File: src/rtl/vmei_pkg.sv
package vmei_pkg;
   typedef enum logic [1:0] {
      ACK_IDLE  = 2'd0,
      ACK_CLAIM = 2'd1,
      ACK_DRIVE = 2'd2,
      ACK_PASS  = 2'd3
   } ack_state_t;
endpackage

File: src/rtl/vmei_cfg.sv
module vmei_cfg #(
   parameter int LVL_W = 3,
   parameter int VEC_W = 8
) (
   input  logic             clk,
   input  logic             rst_n,
   input  logic             lvl_we_i,
   input  logic [LVL_W-1:0] lvl_wdata_i,
   input  logic             vec_we_i,
   input  logic [VEC_W-1:0] vec_wdata_i,
   output logic [LVL_W-1:0] level_o,
   output logic [VEC_W-1:0] vector_o
);
   always_ff @(posedge clk) begin
      if (!rst_n) begin
         level_o  <= '0;
         vector_o <= '0;
      end else begin
         if (lvl_we_i) level_o  <= lvl_wdata_i;
         if (vec_we_i) vector_o <= vec_wdata_i;
      end
   end
endmodule

File: src/rtl/vmei_req.sv
module vmei_req #(
   parameter int NUM_LEVELS     = 7,
   parameter int LVL_W          = 3,
   parameter bit RELEASE_ON_ACK = 1'b1
) (
   input  logic                  clk,
   input  logic                  rst_n,
   input  logic                  evt_i,
   input  logic                  clr_i,
   input  logic                  ack_take_i,
   input  logic [LVL_W-1:0]      level_i,
   output logic                  pending_o,
   output logic                  irq_active_o,
   output logic [NUM_LEVELS-1:0] irq_n_o
);
   always_ff @(posedge clk) begin
      if (!rst_n)     pending_o <= 1'b0;
      else if (evt_i) pending_o <= 1'b1;
      else if (clr_i) pending_o <= 1'b0;
   end

   generate
      if (RELEASE_ON_ACK) begin : g_rora
         always_ff @(posedge clk) begin
            if (!rst_n)                   irq_active_o <= 1'b0;
            else if (evt_i)               irq_active_o <= 1'b1;
            else if (clr_i || ack_take_i) irq_active_o <= 1'b0;
         end
      end else begin : g_hold
         always_ff @(posedge clk) begin
            if (!rst_n)     irq_active_o <= 1'b0;
            else if (evt_i) irq_active_o <= 1'b1;
            else if (clr_i) irq_active_o <= 1'b0;
         end
      end
   endgenerate

   for (genvar k = 0; k < NUM_LEVELS; k++) begin : g_line
      assign irq_n_o[k] = !(irq_active_o && (level_i == LVL_W'(k + 1)));
   end

   assert_pending_hold_R3: assert property (@(posedge clk) disable iff (!rst_n)
      (pending_o && !clr_i) |=> pending_o);
   assert_clear_drops_R9: assert property (@(posedge clk) disable iff (!rst_n)
      (clr_i && !evt_i) |=> (!pending_o && (&irq_n_o)));
endmodule

File: src/rtl/vmei_ack.sv
module vmei_ack
   import vmei_pkg::*;
#(
   parameter int LVL_W = 3,
   parameter int VEC_W = 8
) (
   input  logic             clk,
   input  logic             rst_n,
   input  logic             iackin_n_i,
   input  logic             as_n_i,
   input  logic             ds_n_i,
   input  logic [LVL_W-1:0] addr_i,
   input  logic             irq_active_i,
   input  logic [LVL_W-1:0] level_i,
   input  logic [VEC_W-1:0] vector_i,
   output logic             ack_take_o,
   output logic             iackout_n_o,
   output logic             dtack_n_o,
   output logic [VEC_W-1:0] vec_o,
   output logic             vec_oe_o
);
   ack_state_t state_q, state_d;
   logic       cyc_start, own_level;

   assign cyc_start = !iackin_n_i && !as_n_i;
   assign own_level = irq_active_i && (addr_i == level_i);

   always_comb begin
      state_d = state_q;
      unique case (state_q)
         ACK_IDLE:  if (cyc_start) state_d = own_level ? ACK_CLAIM : ACK_PASS;
         ACK_CLAIM: if (as_n_i) state_d = ACK_IDLE;
                    else if (!ds_n_i) state_d = ACK_DRIVE;
         ACK_DRIVE: if (as_n_i) state_d = ACK_IDLE;
         ACK_PASS:  if (as_n_i) state_d = ACK_IDLE;
         default:   state_d = ACK_IDLE;
      endcase
   end

   always_ff @(posedge clk) begin
      if (!rst_n) state_q <= ACK_IDLE;
      else        state_q <= state_d;
   end

   assign ack_take_o  = (state_q == ACK_CLAIM) && !as_n_i && !ds_n_i;
   assign iackout_n_o = (state_q != ACK_PASS);
   assign dtack_n_o   = (state_q != ACK_DRIVE);
   assign vec_oe_o    = (state_q == ACK_DRIVE);
   assign vec_o       = vec_oe_o ? vector_i : '0;

   assert_dtack_after_ds_R4: assert property (@(posedge clk) disable iff (!rst_n)
      $fell(dtack_n_o) |-> $past(!ds_n_i));
   assert_end_on_as_R7: assert property (@(posedge clk) disable iff (!rst_n)
      as_n_i |=> (iackout_n_o && dtack_n_o && !vec_oe_o));
   assert_pass_no_dtack_R5: assert property (@(posedge clk) disable iff (!rst_n)
      !iackout_n_o |-> dtack_n_o);
endmodule

File: src/rtl/vme_irq_responder.sv
module vme_irq_responder #(
   parameter int NUM_LEVELS     = 7,
   parameter int VEC_W          = 8,
   parameter bit RELEASE_ON_ACK = 1'b1,
   localparam int LVL_W         = $clog2(NUM_LEVELS + 1)
) (
   input  logic                  clk,
   input  logic                  rst_n,
   input  logic                  evt_i,
   input  logic                  clr_i,
   input  logic                  lvl_we_i,
   input  logic [LVL_W-1:0]      lvl_wdata_i,
   input  logic                  vec_we_i,
   input  logic [VEC_W-1:0]      vec_wdata_i,
   input  logic                  iackin_n_i,
   input  logic                  as_n_i,
   input  logic                  ds_n_i,
   input  logic [LVL_W-1:0]      addr_i,
   output logic [NUM_LEVELS-1:0] irq_n_o,
   output logic                  iackout_n_o,
   output logic                  dtack_n_o,
   output logic [VEC_W-1:0]      vec_o,
   output logic                  vec_oe_o,
   output logic                  pending_o
);
   if (NUM_LEVELS < 1 || NUM_LEVELS > 7) begin : g_bad_levels
      $error("NUM_LEVELS must lie in 1..7");
   end
   if (VEC_W < 8) begin : g_bad_vec
      $error("VEC_W must be at least 8");
   end

   logic [LVL_W-1:0] level;
   logic [VEC_W-1:0] vector;
   logic             irq_active, ack_take;

   vmei_cfg #(.LVL_W(LVL_W), .VEC_W(VEC_W)) u_cfg (
      .clk(clk), .rst_n(rst_n),
      .lvl_we_i(lvl_we_i), .lvl_wdata_i(lvl_wdata_i),
      .vec_we_i(vec_we_i), .vec_wdata_i(vec_wdata_i),
      .level_o(level), .vector_o(vector)
   );

   vmei_req #(.NUM_LEVELS(NUM_LEVELS), .LVL_W(LVL_W), .RELEASE_ON_ACK(RELEASE_ON_ACK)) u_req (
      .clk(clk), .rst_n(rst_n), .evt_i(evt_i), .clr_i(clr_i),
      .ack_take_i(ack_take), .level_i(level),
      .pending_o(pending_o), .irq_active_o(irq_active), .irq_n_o(irq_n_o)
   );

   vmei_ack #(.LVL_W(LVL_W), .VEC_W(VEC_W)) u_ack (
      .clk(clk), .rst_n(rst_n),
      .iackin_n_i(iackin_n_i), .as_n_i(as_n_i), .ds_n_i(ds_n_i), .addr_i(addr_i),
      .irq_active_i(irq_active), .level_i(level), .vector_i(vector),
      .ack_take_o(ack_take), .iackout_n_o(iackout_n_o), .dtack_n_o(dtack_n_o),
      .vec_o(vec_o), .vec_oe_o(vec_oe_o)
   );

   if (RELEASE_ON_ACK) begin : g_rora_chk
      assert_release_on_dtack_R6: assert property (@(posedge clk) disable iff (!rst_n)
         ($fell(dtack_n_o) && !$past(evt_i)) |-> ((&irq_n_o) && pending_o));
   end
   assert_single_line_R2: assert property (@(posedge clk) disable iff (!rst_n)
      $countones(~irq_n_o) <= 1);
endmodule

File: config.mk
export PLATFORM = sky130hd
export DESIGN_NAME = vme_irq_responder
export DESIGN_NICKNAME = d
export VERILOG_FILES = /design/src/rtl/vmei_pkg.sv /design/src/rtl/vmei_cfg.sv /design/src/rtl/vmei_req.sv /design/src/rtl/vmei_ack.sv /design/src/rtl/vme_irq_responder.sv
export SDC_FILE = /design/constraint.sdc
export NUM_CORES = 1
export LEC_CHECK = 0
export BUFFER_PORTS_ARGS = -buffer_cell sky130_fd_sc_hd__buf_2
export CAP_MARGIN = 20
export CELL_PAD_IN_SITES_DETAIL_PLACEMENT = 1
export CELL_PAD_IN_SITES_GLOBAL_PLACEMENT = 1
export CORE_ASPECT_RATIO = 0.7
export CORE_MARGIN = 2
export CORE_UTILIZATION = 30
export DETAILED_ROUTE_END_ITERATION = 7
export GPL_TIMING_DRIVEN = 0
export PLACE_DENSITY_LB_ADDON = 0.1
export SLEW_MARGIN = 20
export SYNTH_ARGS = -nofsm -noshare
export SYNTH_HDL_FRONTEND = slang
export SYNTH_SLANG_ARGS = --single-unit
File: constraint.sdc
create_clock -name clk -period 1.1 [get_ports clk]
set_input_delay 0.055 -clock clk [delete_from_list [all_inputs] [get_ports clk]]
set_output_delay 0.055 -clock clk [all_outputs]
set_load 0.05 [all_outputs]
==> summary.txt <==
Worst hold path
  – Worst Hold Class: in2reg

Layout
  – Net count, final: 158
  – Share of cells above drive strength 1: 62.7%
  – Inserted Diodes: 0
  – Leading cell type in the layout, fill and taps excluded: buf_2
  – Syn-to-layout area delta: 84.5%
  – Util after Layout: 57.2%
  – Fill cell count: 276
  – Most frequent cells in the layout: 24 x buf_2, 13 x nor2b_1, 12 x mux2i_1, 12 x buf_6, 9 x dfxtp_1

Outcome
  – Status: complete, but fails checks
  – Violated checks: setup timing

Floorplan
  – Initial Util: 31.0%
  – # IOs: 42
  – Die width: 63.5 um
  – Die extent in y: 45.7 um
  – FP Rows: 15
  – Core footprint: 0.00240 sq mm
  – Die Area: 0.00290 sq mm

STA
  – Setup ws final: -0.153 ns
  – Part of the cycle the worst path needs: 114%
  – Setup repair after global routing missed its margin: true
  – Time the final worst path needs with I/O delays and setup: 1.25 ns
  – Final count of negative-setup-slack endpoints: 17
  – Number of max-slew violations in the final report: 0
  – Number of hold-slack violations in the final timing report: 0
  – Max-slew headroom at the worst pin: 74.4%
  – Max Fclk: 0.798 GHz
  – Least-Margin Pin Slew: 0.384 ns
  – Final clock skew: 0.00659 ns
  – Post-Route Hold Slack: 0.0260 ns

Route
  – Detailed router's first-iteration violation count: 21
  – Number of vias after detailed routing: 771
  – Via count normalized by instance count: 4.59
  – Detailed Routing Iterations Pass 1: 3
  – Post-route ant nets: 0
  – Count of unresolved DRC violations after routing: 0
  – Wire length per cell: 13.8 um
  – Aggregate routed wire length: 2.32 mm

Setup path
  – WP data required: 1.04 ns
  – Max Fanout on Critical Path: 5
  – Critical path endpoint category: primary output
  – Endpoint arrival time on the critical path: 1.20 ns
  – Critical-path top delay cell: dfxtp_4
  – Family with the most delay on the worst path: simple AND/OR/NAND/NOR gates
  – Worst Setup Start Kind: flop
  – Critical Path, Cell by Cell: nor2b_4 -> and2_2 -> buf_6
  – Crit path kind: reg2out
  – CP Buf/Inv Count: 1
  – Delay contributed by the slowest stage of the critical path: 0.37 ns

Global route
  – Gr usage total: 16.2%
  – Number of global-route vias before repair: 714
  – Pin count of the biggest net entering global routing: 11
  – Initial antenna violation count: 0
  – Gr ovfl total: 0
  – First-pass GRT wire length: 3.48 mm

Placed design
  – Global placer's final weighted congestion: 0.642
  – Post-DP HPWL: 1.48 mm
  – Number of buffers inserted by port buffering: 40

Synth
  – Cell variety after synth: 20
  – Sequential fraction of the synthesis area: 40.3%
  – Post-synthesis cell count: 79
  – Largest family of logic cells by synthesized area: simple AND/OR/NAND/NOR gates
  – Adder and majority gate portion of the synthesized area: 0%
  – Net count after synthesis: 102
  – XOR/XNOR share of the synthesized area: 3.53%
  – Summed instance area of the synthesized netlist: 744 sq um
  – Multiplexer share of the synthesized area: 16.1%
  – Average instance area after synthesis: 9.42 sq um
  – Warnings from Yosys: 0
  – Simple-gate share of the synthesized area: 31.1%
  – Synthesis-stage register bit count: 15
  – Share of the synthesized area in compound gates (AO/OA/AOI/OAI): 5.55%

Power and ir drop
  – Cell area power density: 912 mW/mm^2
  – P_int: 0.874 mW
  – Switching fraction of total power: 30.2%
  – Maximum VDD drop: 559 uV
  – Total chip power: 1.25 mW
  – Relative contribution of sequential cells to total power: 48.5%
  – Static leakage power: 0.629 nW
  – Power share of the clock group: 25.6%
  – Share of power burned in combinational logic: 25.9%
  – P_sw: 0.379 mW

Clock network
  – Sink Count: 15
  – Htree depth: 1
  – Maximum buffer depth of the clock tree: 2
  – Insertion delay of the later-clocked pin in the worst-skew pair: 0.29 ns
  – Root buffer selected by CTS: clkbuf_4
  – Clock tree from TritonCTS: done
  – TritonCTS buffer count: 3
  – Worst-path clk slew: 0.09 ns

Run
  – Max_cap viols: 0
-- metrics by stage --
stage          area, sq um  std cells  TNS [ns]  worst slack (ns)
3_3_place_gp           997        153    -0.751            -0.104
2_1_floorplan          754         79    -0.281           -0.0352
4_1_cts               1240        162     -1.45            -0.138
5_1_grt               1370        168     -2.82            -0.212
6_report              1370        168     -1.63            -0.153
3_5_place_dp           997        153    -0.818            -0.109
-- synth_stat cells, drive strengths merged --
cell	count	area, sq um
clkbuf	1	3.75
o21ai	1	5.00
nor3	2	10.0
a31oi	1	6.26
inv	1	3.75
xor2	3	26.3
nor2	1	3.75
nand3	4	20.0
nor4b	1	15.0
nor2b	16	100
nor3b	1	7.51
and2	8	50.1
nand4	1	6.26
dfxtp	15	300
nand2	3	11.3
mux2i	12	120
and2b	1	7.51
o21a	4	30.0
buf	3	17.5
-- worst min-delay path, cell delays in order --
cell and delay [ns]:
buf_2 0.08, mux2i_1 0.06, nor2b_1 0.09
-- per-layer routing --
layer	track usage, %	vias up	part of all wire, %
met4	3.91	0	0.17
met2	26.7	21	52
met5	0	-	0
met1	20.6	371	44
li1	-	377	-
met3	5.69	2	4.1
-- cell type report --
cell class / count / area, sq um / share of cell area [%]
multi-input combinational: 60 / 529 / 38.5
buffer: 2 / 8.76 / 0.638
timing repair buffer: 52 / 440 / 32.1
sequential: 15 / 323 / 23.5
inverter: 1 / 3.75 / 0.273
clock buffer: 4 / 26.3 / 1.91
tap: 34 / 42.5 / 3.10
-- cells by family after synthesis --
logic type / Yosys count
DFF: 15
muxes: 12
xor gates and xnor gates: 3
AOI/OAI and AO/OA: 6
and+or+nand+nor: 38
buffers and inverters: 5
-- sequential cells by signal, indices dropped and copies added, names as in the netlist --
register            cells
u_cfg.level_o           3
u_req.pending_o         1
u_cfg.vector_o          8
u_ack.state_q           2
u_req.irq_active_o      1
-- worst paths after layout --
kind	from	to	slack (ns)	cells after the start
max	u_ack.state_q[1]$_SDFFE_PN0P_	vec_o[3]	-0.15	3
max reg2reg	u_ack.state_q[1]$_SDFFE_PN0P_	u_req.irq_active_o$_SDFFE_PN0P_	0	4
min reg2reg	u_cfg.vector_o[5]$_SDFFE_PN0P_	u_cfg.vector_o[5]$_SDFFE_PN0P_	0.53	2
min	vec_wdata_i[5]	u_cfg.vector_o[5]$_SDFFE_PN0P_	0.03	3
-- power by group through the flow --
| stage | sequential (mW) | combinational (mW) | clock (mW) |
|---|---|---|---|
| 6_report | 0.607 | 0.325 | 0.321 |
| 2_1_floorplan | 0.616 | 0.148 | 0 |
| 3_3_place_gp | 0.613 | 0.229 | 0 |
| 5_1_grt | 0.612 | 0.350 | 0.375 |
| 4_1_cts | 0.604 | 0.281 | 0.323 |
| 3_5_place_dp | 0.615 | 0.235 | 0 |
-- timing repair --
item	in CTS	in global routing
gates resized for setup	56	26
gates cloned	1	0
hold buffers	1	0
buffers inserted	5	6
setup endpoints to repair	17	20
endpoints found under the hold margin	2	0
pin swaps	4	8
Power figures use the tool's default switching activity.
